[src/rtl/hbbPkg.sv]
package hbbPkg;

  typedef enum logic [1:0] {
    MODE_PLAIN  = 2'd0,
    MODE_MUXCMD = 2'd1,
    MODE_MUXRNW = 2'd2
  } busMode_e;

  typedef enum logic [1:0] {
    ST_IDLE  = 2'd0,
    ST_READ  = 2'd1,
    ST_WRITE = 2'd2
  } cycState_e;

  // Strobes from the control module to the datapath
  typedef struct packed {
    logic latchAddr;   // load the multiplexed address latch
    logic startCmd;    // capture the live address for this cycle
    logic captureWr;   // sample write data from the bus
    logic captureRd;   // sample register read data
    logic driveOn;     // start driving the data bus
    logic driveOff;    // stop driving the data bus
  } dpStrobe_t;

  function automatic busMode_e decodeMode(input logic [1:0] sel);
    case (sel)
      2'b01:   decodeMode = MODE_MUXCMD;
      2'b10:   decodeMode = MODE_MUXRNW;
      default: decodeMode = MODE_PLAIN;
    endcase
  endfunction

endpackage

[src/rtl/hbbCtrl.sv]
module hbbCtrl
  import hbbPkg::*;
(
  input  logic      clk,
  input  logic      rst,
  input  logic [1:0] hostSel,
  input  logic      csN,
  input  logic      aen,
  input  logic      rdN,
  input  logic      wrN,
  input  logic      astrb,
  input  logic      stretchEn,
  input  logic      stretchReq,
  input  logic      noWaitEn,
  input  logic      noWaitReq,
  output dpStrobe_t strobes,
  output logic      isMux,
  output logic      regRdEn,
  output logic      regWrEn,
  output logic      rdyPullLow,
  output logic      noWsPullLow
);

  busMode_e  mode;
  cycState_e state, stateNext;
  logic      rnwMode;
  logic      qualified;
  logic      readReq, writeReq;
  logic      rdStart, wrStart;
  logic      rdHold, wrHold;
  logic      commit;
  logic      cycleActive;

  assign mode    = decodeMode(hostSel);
  assign isMux   = (mode != MODE_PLAIN);
  assign rnwMode = (mode == MODE_MUXRNW);

  // Access only when selected and not during a DMA-owned bus phase
  assign qualified = !csN && !aen;

  // Command decode per style; a read wins if both commands are low
  always_comb begin
    if (rnwMode) begin
      readReq  = !wrN &&  rdN;
      writeReq = !wrN && !rdN;
      rdHold   = !wrN;
    end else begin
      readReq  = !rdN;
      writeReq = !wrN && rdN;
      rdHold   = !rdN;
    end
  end

  assign wrHold  = !wrN;
  assign rdStart = (state == ST_IDLE) && qualified && readReq;
  assign wrStart = (state == ST_IDLE) && qualified && writeReq;
  assign commit  = (state == ST_WRITE) && !wrHold;

  always_comb begin
    stateNext = state;
    case (state)
      ST_IDLE: begin
        if (rdStart)      stateNext = ST_READ;
        else if (wrStart) stateNext = ST_WRITE;
      end
      ST_READ:  if (!rdHold) stateNext = ST_IDLE;
      ST_WRITE: if (!wrHold) stateNext = ST_IDLE;
      default:  stateNext = ST_IDLE;
    endcase
  end

  always_ff @(posedge clk) begin
    if (rst) state <= ST_IDLE;
    else     state <= stateNext;
  end

  always_comb begin
    strobes.latchAddr = isMux && astrb;
    strobes.startCmd  = rdStart || wrStart;
    strobes.captureWr = wrStart || ((state == ST_WRITE) && wrHold);
    strobes.captureRd = rdStart;
    strobes.driveOn   = rdStart;
    strobes.driveOff  = (state == ST_READ) && !rdHold;
  end

  assign regRdEn = rdStart;
  assign regWrEn = commit;

  assign cycleActive = (state != ST_IDLE) || rdStart || wrStart;
  assign rdyPullLow  = cycleActive && stretchEn && stretchReq;
  assign noWsPullLow = cycleActive && noWaitEn && noWaitReq;

endmodule

[src/rtl/hbbDatapath.sv]
module hbbDatapath
  import hbbPkg::*;
#(
  parameter int DATA_W     = 8,
  parameter int ISA_ADDR_W = 5,
  parameter int BANK_W     = 3,
  localparam int LO_W       = ISA_ADDR_W - BANK_W,
  localparam int REG_ADDR_W = BANK_W + ISA_ADDR_W
) (
  input  logic                  clk,
  input  logic                  rst,
  input  dpStrobe_t             strobes,
  input  logic                  isMux,
  input  logic [BANK_W-1:0]     addrHi,
  input  logic [LO_W-1:0]       addrLoIn,
  input  logic [DATA_W-1:0]     busIn,
  input  logic [DATA_W-1:0]     regRdData,
  input  logic [LO_W-1:0]       gpioOut,
  input  logic [LO_W-1:0]       gpioOe,
  output logic [DATA_W-1:0]     busOut,
  output logic                  busOe,
  output logic [REG_ADDR_W-1:0] regAddr,
  output logic [DATA_W-1:0]     regWrData,
  output logic [LO_W-1:0]       gpioIn,
  output logic [LO_W-1:0]       addrLoOut,
  output logic [LO_W-1:0]       addrLoOe,
  output logic [BANK_W-1:0]     bankSel
);

  logic [ISA_ADDR_W-1:0] addrLatch;
  logic [REG_ADDR_W-1:0] cmdAddr;
  logic [REG_ADDR_W-1:0] liveAddr;
  logic [DATA_W-1:0]     wrData;
  logic [DATA_W-1:0]     rdData;
  logic                  oe;

  // Address as seen at the pins in the current style
  assign liveAddr = isMux ? {addrHi, addrLatch}
                          : {{BANK_W{1'b0}}, addrHi, addrLoIn};

  always_ff @(posedge clk) begin
    if (rst) begin
      addrLatch <= '0;
      cmdAddr   <= '0;
      oe        <= 1'b0;
    end else begin
      if (strobes.latchAddr) addrLatch <= busIn[ISA_ADDR_W-1:0];
      if (strobes.startCmd)  cmdAddr   <= liveAddr;
      if (strobes.driveOn)       oe <= 1'b1;
      else if (strobes.driveOff) oe <= 1'b0;
    end
  end

  always_ff @(posedge clk) begin
    if (strobes.captureWr) wrData <= busIn;
    if (strobes.captureRd) rdData <= regRdData;
  end

  assign regAddr   = strobes.startCmd ? liveAddr : cmdAddr;
  assign regWrData = wrData;
  assign busOut    = rdData;
  assign busOe     = oe;

  // Pin sharing: low address pins become GPIO, high pins bank selects
  generate
    for (genvar i = 0; i < LO_W; i++) begin : gLoPin
      assign gpioIn[i]    = isMux && addrLoIn[i];
      assign addrLoOe[i]  = isMux && gpioOe[i];
      assign addrLoOut[i] = gpioOut[i];
    end
  endgenerate

  assign bankSel = isMux ? addrHi : '0;

endmodule

[src/rtl/hostBusBridge.sv]
module hostBusBridge
  import hbbPkg::*;
#(
  parameter int DATA_W     = 8,
  parameter int ISA_ADDR_W = 5,
  parameter int BANK_W     = 3
) (
  input  logic                         clk,
  input  logic                         rst,
  input  logic [1:0]                   hostSel,
  input  logic                         csN,
  input  logic                         aen,
  input  logic                         rdN,
  input  logic                         wrN,
  input  logic                         astrb,
  input  logic [BANK_W-1:0]            addrHi,
  input  logic [ISA_ADDR_W-BANK_W-1:0] addrLoIn,
  output logic [ISA_ADDR_W-BANK_W-1:0] addrLoOut,
  output logic [ISA_ADDR_W-BANK_W-1:0] addrLoOe,
  input  logic [DATA_W-1:0]            busIn,
  output logic [DATA_W-1:0]            busOut,
  output logic                         busOe,
  input  logic [ISA_ADDR_W-BANK_W-1:0] gpioOut,
  input  logic [ISA_ADDR_W-BANK_W-1:0] gpioOe,
  output logic [ISA_ADDR_W-BANK_W-1:0] gpioIn,
  output logic [BANK_W-1:0]            bankSel,
  output logic [BANK_W+ISA_ADDR_W-1:0] regAddr,
  output logic                         regRdEn,
  input  logic [DATA_W-1:0]            regRdData,
  output logic                         regWrEn,
  output logic [DATA_W-1:0]            regWrData,
  input  logic                         stretchEn,
  input  logic                         stretchReq,
  input  logic                         noWaitEn,
  input  logic                         noWaitReq,
  output logic                         rdyPullLow,
  output logic                         noWsPullLow
);

  dpStrobe_t strobes;
  logic      isMux;

  hbbCtrl u_ctrl (
    .clk         (clk),
    .rst         (rst),
    .hostSel     (hostSel),
    .csN         (csN),
    .aen         (aen),
    .rdN         (rdN),
    .wrN         (wrN),
    .astrb       (astrb),
    .stretchEn   (stretchEn),
    .stretchReq  (stretchReq),
    .noWaitEn    (noWaitEn),
    .noWaitReq   (noWaitReq),
    .strobes     (strobes),
    .isMux       (isMux),
    .regRdEn     (regRdEn),
    .regWrEn     (regWrEn),
    .rdyPullLow  (rdyPullLow),
    .noWsPullLow (noWsPullLow)
  );

  hbbDatapath #(
    .DATA_W     (DATA_W),
    .ISA_ADDR_W (ISA_ADDR_W),
    .BANK_W     (BANK_W)
  ) u_dp (
    .clk       (clk),
    .rst       (rst),
    .strobes   (strobes),
    .isMux     (isMux),
    .addrHi    (addrHi),
    .addrLoIn  (addrLoIn),
    .busIn     (busIn),
    .regRdData (regRdData),
    .gpioOut   (gpioOut),
    .gpioOe    (gpioOe),
    .busOut    (busOut),
    .busOe     (busOe),
    .regAddr   (regAddr),
    .regWrData (regWrData),
    .gpioIn    (gpioIn),
    .addrLoOut (addrLoOut),
    .addrLoOe  (addrLoOe),
    .bankSel   (bankSel)
  );

endmodule

[config.mk]
export PLATFORM = sky130hd
export DESIGN_NAME = hostBusBridge
export DESIGN_NICKNAME = d
export VERILOG_FILES = /design/src/rtl/hbbPkg.sv /design/src/rtl/hbbCtrl.sv /design/src/rtl/hbbDatapath.sv /design/src/rtl/hostBusBridge.sv
export SDC_FILE = /design/constraint.sdc
export NUM_CORES = 1
export LEC_CHECK = 0
export ABC_AREA = 0
export BUFFER_PORTS_ARGS = -buffer_cell sky130_fd_sc_hd__buf_2
export CAP_MARGIN = 40
export CORE_UTILIZATION = 47
export CTS_BUF_LIST = sky130_fd_sc_hd__clkbuf_8 sky130_fd_sc_hd__clkbuf_16
export CTS_CLUSTER_SIZE = 8
export DETAILED_ROUTE_END_ITERATION = 7
export GPL_ROUTABILITY_DRIVEN = 0
export PLACE_DENSITY = 0.94
export SETUP_SLACK_MARGIN = 0.15
export SYNTH_ARGS = -nofsm -noshare
export SYNTH_HDL_FRONTEND = slang
export SYNTH_HIERARCHICAL = 1
export SYNTH_SLANG_ARGS = --single-unit
export TNS_END_PERCENT = 30
[constraint.sdc]
create_clock -name clk -period 3.3 [get_ports clk]
set_clock_uncertainty 0.05 [all_clocks]
set_input_delay 0.33 -clock clk [delete_from_list [all_inputs] [get_ports clk]]
set_output_delay 0.33 -clock clk [all_outputs]
set_load 0.03 [all_outputs]
==> flow_summary_export.csv, run 1 <==
group,metric,value,unit
status,status,"completed",
power,p_leak,0.877,nW
place,io_buffer_count,71,
power,power_frac_comb,0.167,
synthesis,syn_inst,122,
worst_setup_path,cp_cell_sequence,"buf_2 -> inv_1 -> ha_1 -> o21ai_1 -> nand2_1 -> nor3_2 -> buf_4 -> nor2_1 -> a21oi_1 -> buf_2",
synthesis,yosysWarnings,6,
place,dp_hpwl,2.09,mm
detailed_routing,dr.pass1.iters,5,
floorplan,dieHeight,56.1,um
power,power_density,523,nW/um2
worst_setup_path,critPathLaunchType,"primary input",
finish,synthToLayoutAreaGrowth,32.9,%
cts,postCtsResizedCells,0,
synthesis,synth_fp_nets,161,
synthesis,ys_ff_latch,32,
worst_setup_path,crit_top_cell,"buf_2",
cts,cts_tree,"done",
finish,n_antenna_cell,0,
worst_setup_path,critPathKind,"in2out",
worst_setup_path,cp_slowest_stage_delay,0.25,ns
synthesis,synthesis.area,1370,um2
detailed_routing,routed_wl,2.83,mm
synthesis,ys.flop_type,"edfxtp_1",
cts,cts_hold_buffers,0,
detailed_routing,vias_per_cell,4.89,
sta,period_needed,2.12,ns
power,p_sw_frac,0.254,
power,power,0.000955,W
worst_setup_path,worstPathMaxFanout,21,
sta,slew_viol_final,0,
synthesis,synth_cell_types,27,
power,p_int,0.000713,W
cts,clock_latency,0.27,ns
finish,final_common_cell,"buf_2",
sta,rsz0062_at_grt,"false",
synthesis,synthArstFlopShare,0,
cts,post_cts_buffers,0,
cts,cts_made_buffers,5,
synthesis,avgSynthCellArea,11.3,um2
sta,max_freq,471,MHz
synthesis,synth_top_area_frac,0.350,
worst_setup_path,critPathSlowestCell,"ha_1",
global_routing,grt_pass1_vias,1113,
synthesis,synth_top_cell_by_area,"edfxtp_1",
detailed_routing,wl_met2,1.33,mm
synthesis,synth-edff-count,16,
finish,final_cells,225,
global_routing,antenna_found_initial,0,
worst_setup_path,critPathArrivalTime,1.74,ns
finish,fin_area,1830,um2
power,p_seq_frac,0.461,
place,dpl-instance-area,1720,um2
power,power_frac_clock,0.371,
floorplan,die_area,3140,um2
finish,final_nets,232,
floorplan,initial_utilization,0.498,
finish,drive_above_1_share,0.433,
global_routing,grt.total_usage,0.195,
detailed_routing,drc,0,
worst_setup_path,cp-end-kind,"output port",
detailed_routing,ant_nets,0,
cts,htreeDepth,2,
detailed_routing,avgRoutedWirePerCell,12.6,um
flow_run,cap_violations,0,
global_routing,grt_overflow,0,
sta,slew_headroom,0.628,
cts,cts.clk_slew.worst_paths,0.07,ns
detailed_routing,drt-initial-drc-count,26,
cts,cts_max_path_buffers,2,
detailed_routing,vias,1101,
sta,hold_viol,0,
global_routing,grt_pass1_wl,4.79,mm
detailed_routing,dr_wl_met3,209,um
sta,fin_crit_sh,0.643,
place,dp.cells,217,
hold_path,hp-class,"in2reg",
synthesis,synth_area_leaders,"edfxtp_1 (35%), dfxtp_1 (23%), mux2i_1 (8.0%), a21oi_1 (4.0%), nor2_1 (3.6%)",
sta,finalHoldWorstSlack,0.183,ns
floorplan,die_w,56.1,um
sta,worst_slew_pin_slew,0.557,ns
sta,finalSetupViolCount,0,
cts,cts_sinks,32,
cts,cts-root-buf,"clkbuf_8",
floorplan,num_rows,19,
global_routing,grt_max_degree,22,
detailed_routing,routed.top_layer,"met3",
floorplan,core,2760,um2
floorplan,io-pin-count,76,
worst_setup_path,worst_ep_required_time,2.92,ns
detailed_routing,met1Wirelength,1.29,mm
synthesis,seq_area_frac_synth,0.583,
power,vdd_drop_max,0.000392,V
finish,layout_common_cells,"buf_2 (71), dfxtp_1 (16), edfxtp_1 (16)",
power,p_sw,0.000242,W
sta,setup_tns,0,ns
==> Yosys cell counts (2+ instances only) <==
library cell  count
dfxtp_1          16
edfxtp_1         16
nor2_1           13
a21oi_1          11
mux2i_1          11
and2_1            7
nand2_1           6
a211oi_1          5
buf_4             5
nand2b_1          4
inv_1             3
nand3_1           3
and2b_1           2
and3_1            2
buf_2             2
buf_6             2
nor2b_1           2
nor3_1            2
o21ai_1           2
==> layout make-up <==
type | instances | area [um2]
repair buffers | 74 | 378
fillers | 233 | 932
clock inverters | 3 | 38.8
clock buffers | 5 | 68.8
flip-flops and latches | 32 | 801
well taps | 31 | 38.8
inverters | 3 | 11.3
multi-input cells | 77 | 489
==> cells by family (layout without fill, tap and decap cells) <==
logic type / Yosys count / count (layout) / share of synthesized area
xor gates and xnor gates: 1 / 1 / 0.00638
and+or+nand+nor: 44 / 44 / 0.165
buffers and inverters: 13 / 85 / 0.0647
muxes: 11 / 11 / 0.0801
DFF: 32 / 32 / 0.583
AOI/OAI and AO/OA: 20 / 20 / 0.0920
adders and majority gates: 1 / 1 / 0.00911
==> layer usage <==
| layer | GRT usage | up-vias |
|---|---|---|
| met5 | 0 | - |
| met4 | 0.0592 | 0 |
| met3 | 0.0558 | 0 |
| met2 | 0.337 | 48 |
| met1 | 0.236 | 486 |
| li1 | - | 567 |
==> sequential cells by signal, summed over array words and instances, names as in the netlist <==
| name | flops |
|---|---|
| u_dp/busOut | 8 |
| u_dp/cmdAddr | 8 |
| u_dp/regWrData | 8 |
| u_dp/addrLatch | 5 |
| u_ctrl/state | 2 |
| u_dp/busOe | 1 |
==> power by group through the flow <==
stage / clock network, W / registers [W] / logic, W
2_1_floorplan: 0 / 0.000460 / 0.000105
3_3_place_gp: 0 / 0.000449 / 0.000157
3_5_place_dp: 0 / 0.000449 / 0.000160
4_1_cts: 0.000365 / 0.000441 / 0.000161
5_1_grt: 0.000383 / 0.000442 / 0.000174
6_report: 0.000355 / 0.000441 / 0.000160
==> final timing paths <==
check,start,endpoint,slack [ns],depth (start not counted)
setup reg to reg,u_ctrl/state[1],u_dp/regWrData[2],1.99,3
hold / removal,regRdData[0],u_dp/busOut[0],0.18,1
setup / recovery,hostSel[0],regAddr[1],1.18,10
hold reg to reg,u_dp/busOe,u_dp/busOe,0.42,2
==> worst max-delay path, delay by kind of cell <==
family,cells,cell delay (ns)
adder cells (fa/ha/maj),1,0.25
AND/OR/NAND/NOR,3,0.30
AO/OA/AOI/OAI,2,0.30
buffers and inverters,4,0.57
==> through the flow <==
| stage | utilization | setup WS, ns |
|---|---|---|
| after floorplan | - | 1.19 |
| after global placement | 0.623 | 1.23 |
| after detailed placement | 0.623 | 1.17 |
| after CTS | 0.662 | 1.16 |
| after global routing | 0.662 | 1.03 |
| final | 0.662 | 1.18 |
Note: power is estimated with default switching activity, not from simulation.
==> run 2, diff against run 1 <==
CORE_UTILIZATION = 39   (was 47)
PLACE_DENSITY = 0.85   (was 0.94)
clock period = 1.8 ns   (was 3.3 ns; I/O delays follow)
==> run 2 against run 1 <==
  * Non-clock buffer count grew 15
  * Count of clock-buffer cells in the layout is the same
  * Largest cell class unchanged
  * Die area grew 20%
  * Combinational power grew to 2.6 times the previous value
  * Sequential power grew 84%
  * Highest routed layer is now met4
  * Cell count grew 13%
==> flow_summary_export.csv, run 2 (synthesis gave the netlist of run 1 again) <==
group,metric,value,unit
status,status,"completed",
floorplan,die_w,61.4,um
finish,fillerInstances,253,
cts,cts_max_path_buffers,2,
cts,htreeDepth,2,
finish,regArea,808,um2
global_routing,grt_overflow,0,
cts,cts_sinks,32,
detailed_routing,ant_nets,0,
cts,cts.clk_slew.worst_paths,0.06,ns
finish,multi_input_area,612,um2
power,power,0.00187,W
cts,clock_latency,0.27,ns
worst_setup_path,critPathLaunchType,"flip-flop",
sta,worst_slew_pin_slew,0.336,ns
finish,drive_above_1_share,0.584,
power,p_leak,1.02,nW
detailed_routing,drc,0,
worst_setup_path,critPathSlowestCell,"dfxtp_4",
finish,synthToLayoutAreaGrowth,63.3,%
sta,slew_viol_final,0,
sta,finalSetupViolCount,0,
floorplan,die_area,3760,um2
floorplan,core,3360,um2
flow_run,cap_violations,0,
cts,cts_made_buffers,5,
detailed_routing,vias,1204,
place,io_buffer_count,71,
detailed_routing,vias_per_cell,4.72,
worst_setup_path,worstPathMaxFanout,6,
global_routing,grt_pass1_vias,1072,
worst_setup_path,critPathArrivalTime,1.46,ns
sta,fin_crit_sh,0.940,
sta,rsz0062_at_grt,"true",
sta,hold_viol,0,
detailed_routing,avgRoutedWirePerCell,13.5,um
finish,final_common_cell,"buf_2",
power,power_density,834,nW/um2
floorplan,dieHeight,61.4,um
finish,final_core_utilization,0.667,
floorplan,initial_utilization,0.408,
sta,period_needed,1.69,ns
global_routing,antenna_found_initial,0,
sta,max_freq,591,MHz
floorplan,num_rows,21,
sta,slew_headroom,0.776,
global_routing,grt.total_usage,0.179,
finish,final_nets,247,
hold_path,hp-class,"in2reg",
cts,cts-root-buf,"clkbuf_8",
place,dp_hpwl,2.20,mm
worst_setup_path,cp-end-kind,"output port",
worst_setup_path,cp_slowest_stage_delay,0.37,ns
cts,cts_hold_buffers,0,
global_routing,grt_max_degree,17,
finish,layout_common_cells,"buf_2 (61), edfxtp_1 (16), dfxtp_1 (14)",
worst_setup_path,worst_ep_required_time,1.57,ns
detailed_routing,dr.pass1.iters,4,
global_routing,grt_pass1_wl,4.76,mm
cts,cts_tree,"done",
sta,setup_tns,0,ns
floorplan,io-pin-count,76,
worst_setup_path,critPathKind,"reg2out",
detailed_routing,routed_wl,3.43,mm
worst_setup_path,crit_top_cell,"buf_6",
worst_setup_path,cp_cell_sequence,"nor3_4 -> buf_6 -> buf_12 -> nor2_4 -> a21oi_2 -> buf_6",
power,vdd_drop_max,0.000401,V
detailed_routing,drt-initial-drc-count,34,
finish,n_antenna_cell,0,
run 2: cell count changes in the layout (fill, tap and decap cells not counted), sizes merged:
cell and change:
buf +14, bufbuf +1
run 2: final cells by class:
type | instances | share of cell area
Tap cell | 46 | 0.0257
Inverter | 3 | 0.00502
Timing Repair Buffer | 89 | 0.288
Sequential cell | 32 | 0.360
Clock inverter | 3 | 0.0173
Multi-Input combinational cell | 77 | 0.273
Clock buffer | 5 | 0.0307
run 2: layer usage:
metal | part of all wire | vias to the layer above | global-route usage
met5 | 0 | - | 0
met4 | 0.0067 | 0 | 0.0730
met3 | 0.063 | 2 | 0.0630
met2 | 0.52 | 47 | 0.300
met1 | 0.41 | 559 | 0.211
li1 | - | 596 | -
run 2: timing repair:
item,in CTS,in global routing
pin swaps,5,4
setup endpoints to repair,8,8
gates cloned,3,0
setup buffers,3,5
gates resized for setup,42,9
run 2: worst max-delay path, delay by kind of cell (launching register included):
family / cells / cell delay [ns]
and+or+nand+nor: 2 / 0.26
DFF: 1 / 0.37
AOI/OAI and AO/OA: 1 / 0.13
buffers and inverters: 3 / 0.42
run 2: through the flow:
step                instances  worst slack (ns)  hold WS, ns  instance area (um2)
floorplan                 122           -0.0150        0.199                 1390
global placement          236            0.0462        0.306                 1810
detailed placement        236            0.0674        0.309                 1810
CTS                       250             0.113       0.0254                 2170
global route              255            0.0317       0.0155                 2240
finish                    255             0.108       0.0308                 2240
run 2: worst paths after layout:
| path | to | cells past startpoint | startpoint | slack, ns |
|---|---|---|---|---|
| min reg2reg | u_dp/cmdAddr[6] | 2 | u_dp/cmdAddr[6] | 0.45 |
| max reg2reg | u_dp/cmdAddr[3] | 5 | u_ctrl/state[1] | 0.47 |
| min | u_dp/regWrData[7] | 1 | busIn[7] | 0.03 |
| max | regAddr[1] | 6 | u_ctrl/state[1] | 0.11 |
run 2: power by group:
group          leakage, nW  switching [W]  total (W)  internal (W)
combinational        0.678       0.000225   0.000416      0.000191
sequential           0.278      0.0000163   0.000810      0.000794
clock               0.0593       0.000240   0.000644      0.000404
total                 1.02       0.000481    0.00187       0.00139
==> run 3, diff against run 2 <==
SETUP_SLACK_MARGIN = 0.3   (was 0.15)
==> run 3 against run 2 <==
  * Die area stayed put
  * Utilization is 2.6 points lower
  * Clock power is 4.2% higher
  * Count of clock-buffer cells in the layout stayed put
  * Design area is 3.8% lower
  * Critical path depth is 4 higher
  * Hold slack worse by 0.0092 ns
  * Power is 0.23% higher
  * Via count is 1.3% lower
  * Global-route usage is 1.3 points higher
  * Critical path type is now in2out
==> flow_summary_export.csv, run 3 (synthesis gave the netlist of run 1 again) <==
group,metric,value,unit
global_routing,grt_util_met1,0.214,
worst_setup_path,critPathSlowestCell,"nor3_4",
worst_setup_path,crit_top_cell,"buf_6",
detailed_routing,vias,1188,
cts,htreeDepth,2,
floorplan,die_w,61.4,um
detailed_routing,ant_nets,0,
detailed_routing,dr.pass1.iters,4,
finish,synthToLayoutAreaGrowth,57.0,%
power,p_seq_frac,0.432,
worst_setup_path,crit_family,"simple AND/OR/NAND/NOR gates",
global_routing,grt_pass1_vias,1120,
place,dp_hpwl,2.17,mm
floorplan,num_rows,21,
finish,drive_above_1_share,0.593,
sta,finalSetupViolCount,0,
global_routing,grt_pass1_wl,5.00,mm
floorplan,initial_utilization,0.408,
detailed_routing,drc,0,
detailed_routing,drt-initial-drc-count,44,
worst_setup_path,critPathKind,"in2out",
floorplan,io-pin-count,76,
power,p_sw,0.000503,W
worst_setup_path,critPathLaunchType,"primary input",
power,vdd_drop_max,0.000566,V
floorplan,core,3360,um2
global_routing,grt_overflow,0,
floorplan,dieHeight,61.4,um
worst_setup_path,critPathArrivalTime,1.43,ns
power,p_int,0.00137,W
cts,cts_max_path_buffers,2,
floorplan,die_area,3760,um2
cts,cts_made_buffers,5,
power,power_density,869,nW/um2
cts,cts_sinks,32,
cts,cts.clk_slew.worst_paths,0.06,ns
finish,final_core_utilization,0.641,
cts,clock_latency,0.28,ns
global_routing,grt_max_degree,17,
flow_run,cap_violations,0,
worst_setup_path,cp_cell_sequence,"buf_6 -> inv_4 -> ha_4 -> o21ai_4 -> nand2_2 -> nor3_4 -> buf_6 -> nand2b_4 -> nand2_2 -> buf_6",
finish,final_common_cell,"buf_2",
sta,slew_viol_final,0,
finish,layout_common_cells,"buf_2 (61), edfxtp_1 (16), dfxtp_1 (15)",
worst_setup_path,worstPathMaxFanout,6,
detailed_routing,routed_wl,3.33,mm
hold_path,hp-class,"in2reg",
sta,worst_slew_pin_slew,0.288,ns
worst_setup_path,cp_slowest_stage_delay,0.25,ns
sta,setup_tns,0,ns
power,p_sw_frac,0.268,
power,p_leak,0.956,nW
cts,cts-root-buf,"clkbuf_8",
sta,fin_crit_sh,0.923,
sta,slew_headroom,0.803,
global_routing,grt.met2_usage,0.318,
sta,hold_viol,0,
sta,rsz0062_at_grt,"true",
cts,cts_tree,"done",
detailed_routing,vias_per_cell,4.75,
power,power_frac_comb,0.210,
worst_setup_path,cp-end-kind,"output port",
sta,max_freq,602,MHz
place,io_buffer_count,71,
status,status,"completed",
worst_setup_path,critical_path_buf_inv_count,4,
cts,cts_hold_buffers,0,
global_routing,antenna_found_initial,0,
finish,n_antenna_cell,0,
detailed_routing,avgRoutedWirePerCell,13.3,um
finish,fillerInstances,297,
worst_setup_path,worst_ep_required_time,1.57,ns
global_routing,grt.total_usage,0.192,
power,power_frac_clock,0.358,
global_routing,top_usage_layer,"met2",
finish,final_nets,242,
global_routing,use_met3,0.0693,
sta,period_needed,1.66,ns
## run 3: what timing repair did
action                                  4_1_cts  5_1_grt
buffers inserted                              1        2
gates resized for setup                      40        8
gates cloned                                  2        0
endpoints found under the setup margin       18       18
pin swaps                                     9        2
## run 3: cell type report
class	count	area, um2	share of cell area
Sequential cell	32	805	0.373
Multi-Input combinational cell	77	634	0.294
Timing Repair Buffer	84	536	0.248
Clock buffer	5	68.8	0.0319
Tap cell	46	57.6	0.0267
Clock inverter	3	42.5	0.0197
Inverter	3	13.8	0.00638
## run 3: layer usage
layer	vias up	part of all wire
met4	0	0.026
met2	64	0.48
met1	532	0.41
met5	-	0
li1	583	-
met3	9	0.085
## run 3: worst paths after layout
check / cells past startpoint / slack (ns) / start / to
setup / recovery: 10 / 0.14 / hostSel[0] / regAddr[6]
hold / removal: 1 / 0.02 / regRdData[4] / u_dp/busOut[4]
setup reg to reg: 5 / 0.50 / u_ctrl/state[0] / u_dp/cmdAddr[4]
hold reg to reg: 2 / 0.42 / u_dp/busOe / u_dp/busOe
## run 3: worst reg2reg max path, cell delays in order (launching register included)
cell and delay [ns]:
dfxtp_4 0.37, nor3_4 0.27, buf_6 0.18, nor2_4 0.04
buf_4 0.12, a211oi_1 0.19
## run 3: through the flow
step                total power [W]  area [um2]  worst slack, ns  std cells  hold slack, ns
finish                      0.00188        2160            0.139        250          0.0216
global placement            0.00114        1830           0.0921        237           0.307
global route                0.00196        2160           0.0618        250         0.00466
floorplan                   0.00105        1420            0.212        122           0.199
CTS                         0.00188        2100            0.139        248          0.0122
detailed placement          0.00115        1830           0.0801        237           0.309
## run 3: power by group through the flow
stage / clock network [W] / registers (W) / logic, W
2_1_floorplan: 0 / 0.000844 / 0.000206
4_1_cts: 0.000688 / 0.000811 / 0.000377
3_5_place_dp: 0 / 0.000823 / 0.000325
6_report: 0.000671 / 0.000810 / 0.000393
3_3_place_gp: 0 / 0.000823 / 0.000319
5_1_grt: 0.000725 / 0.000813 / 0.000420
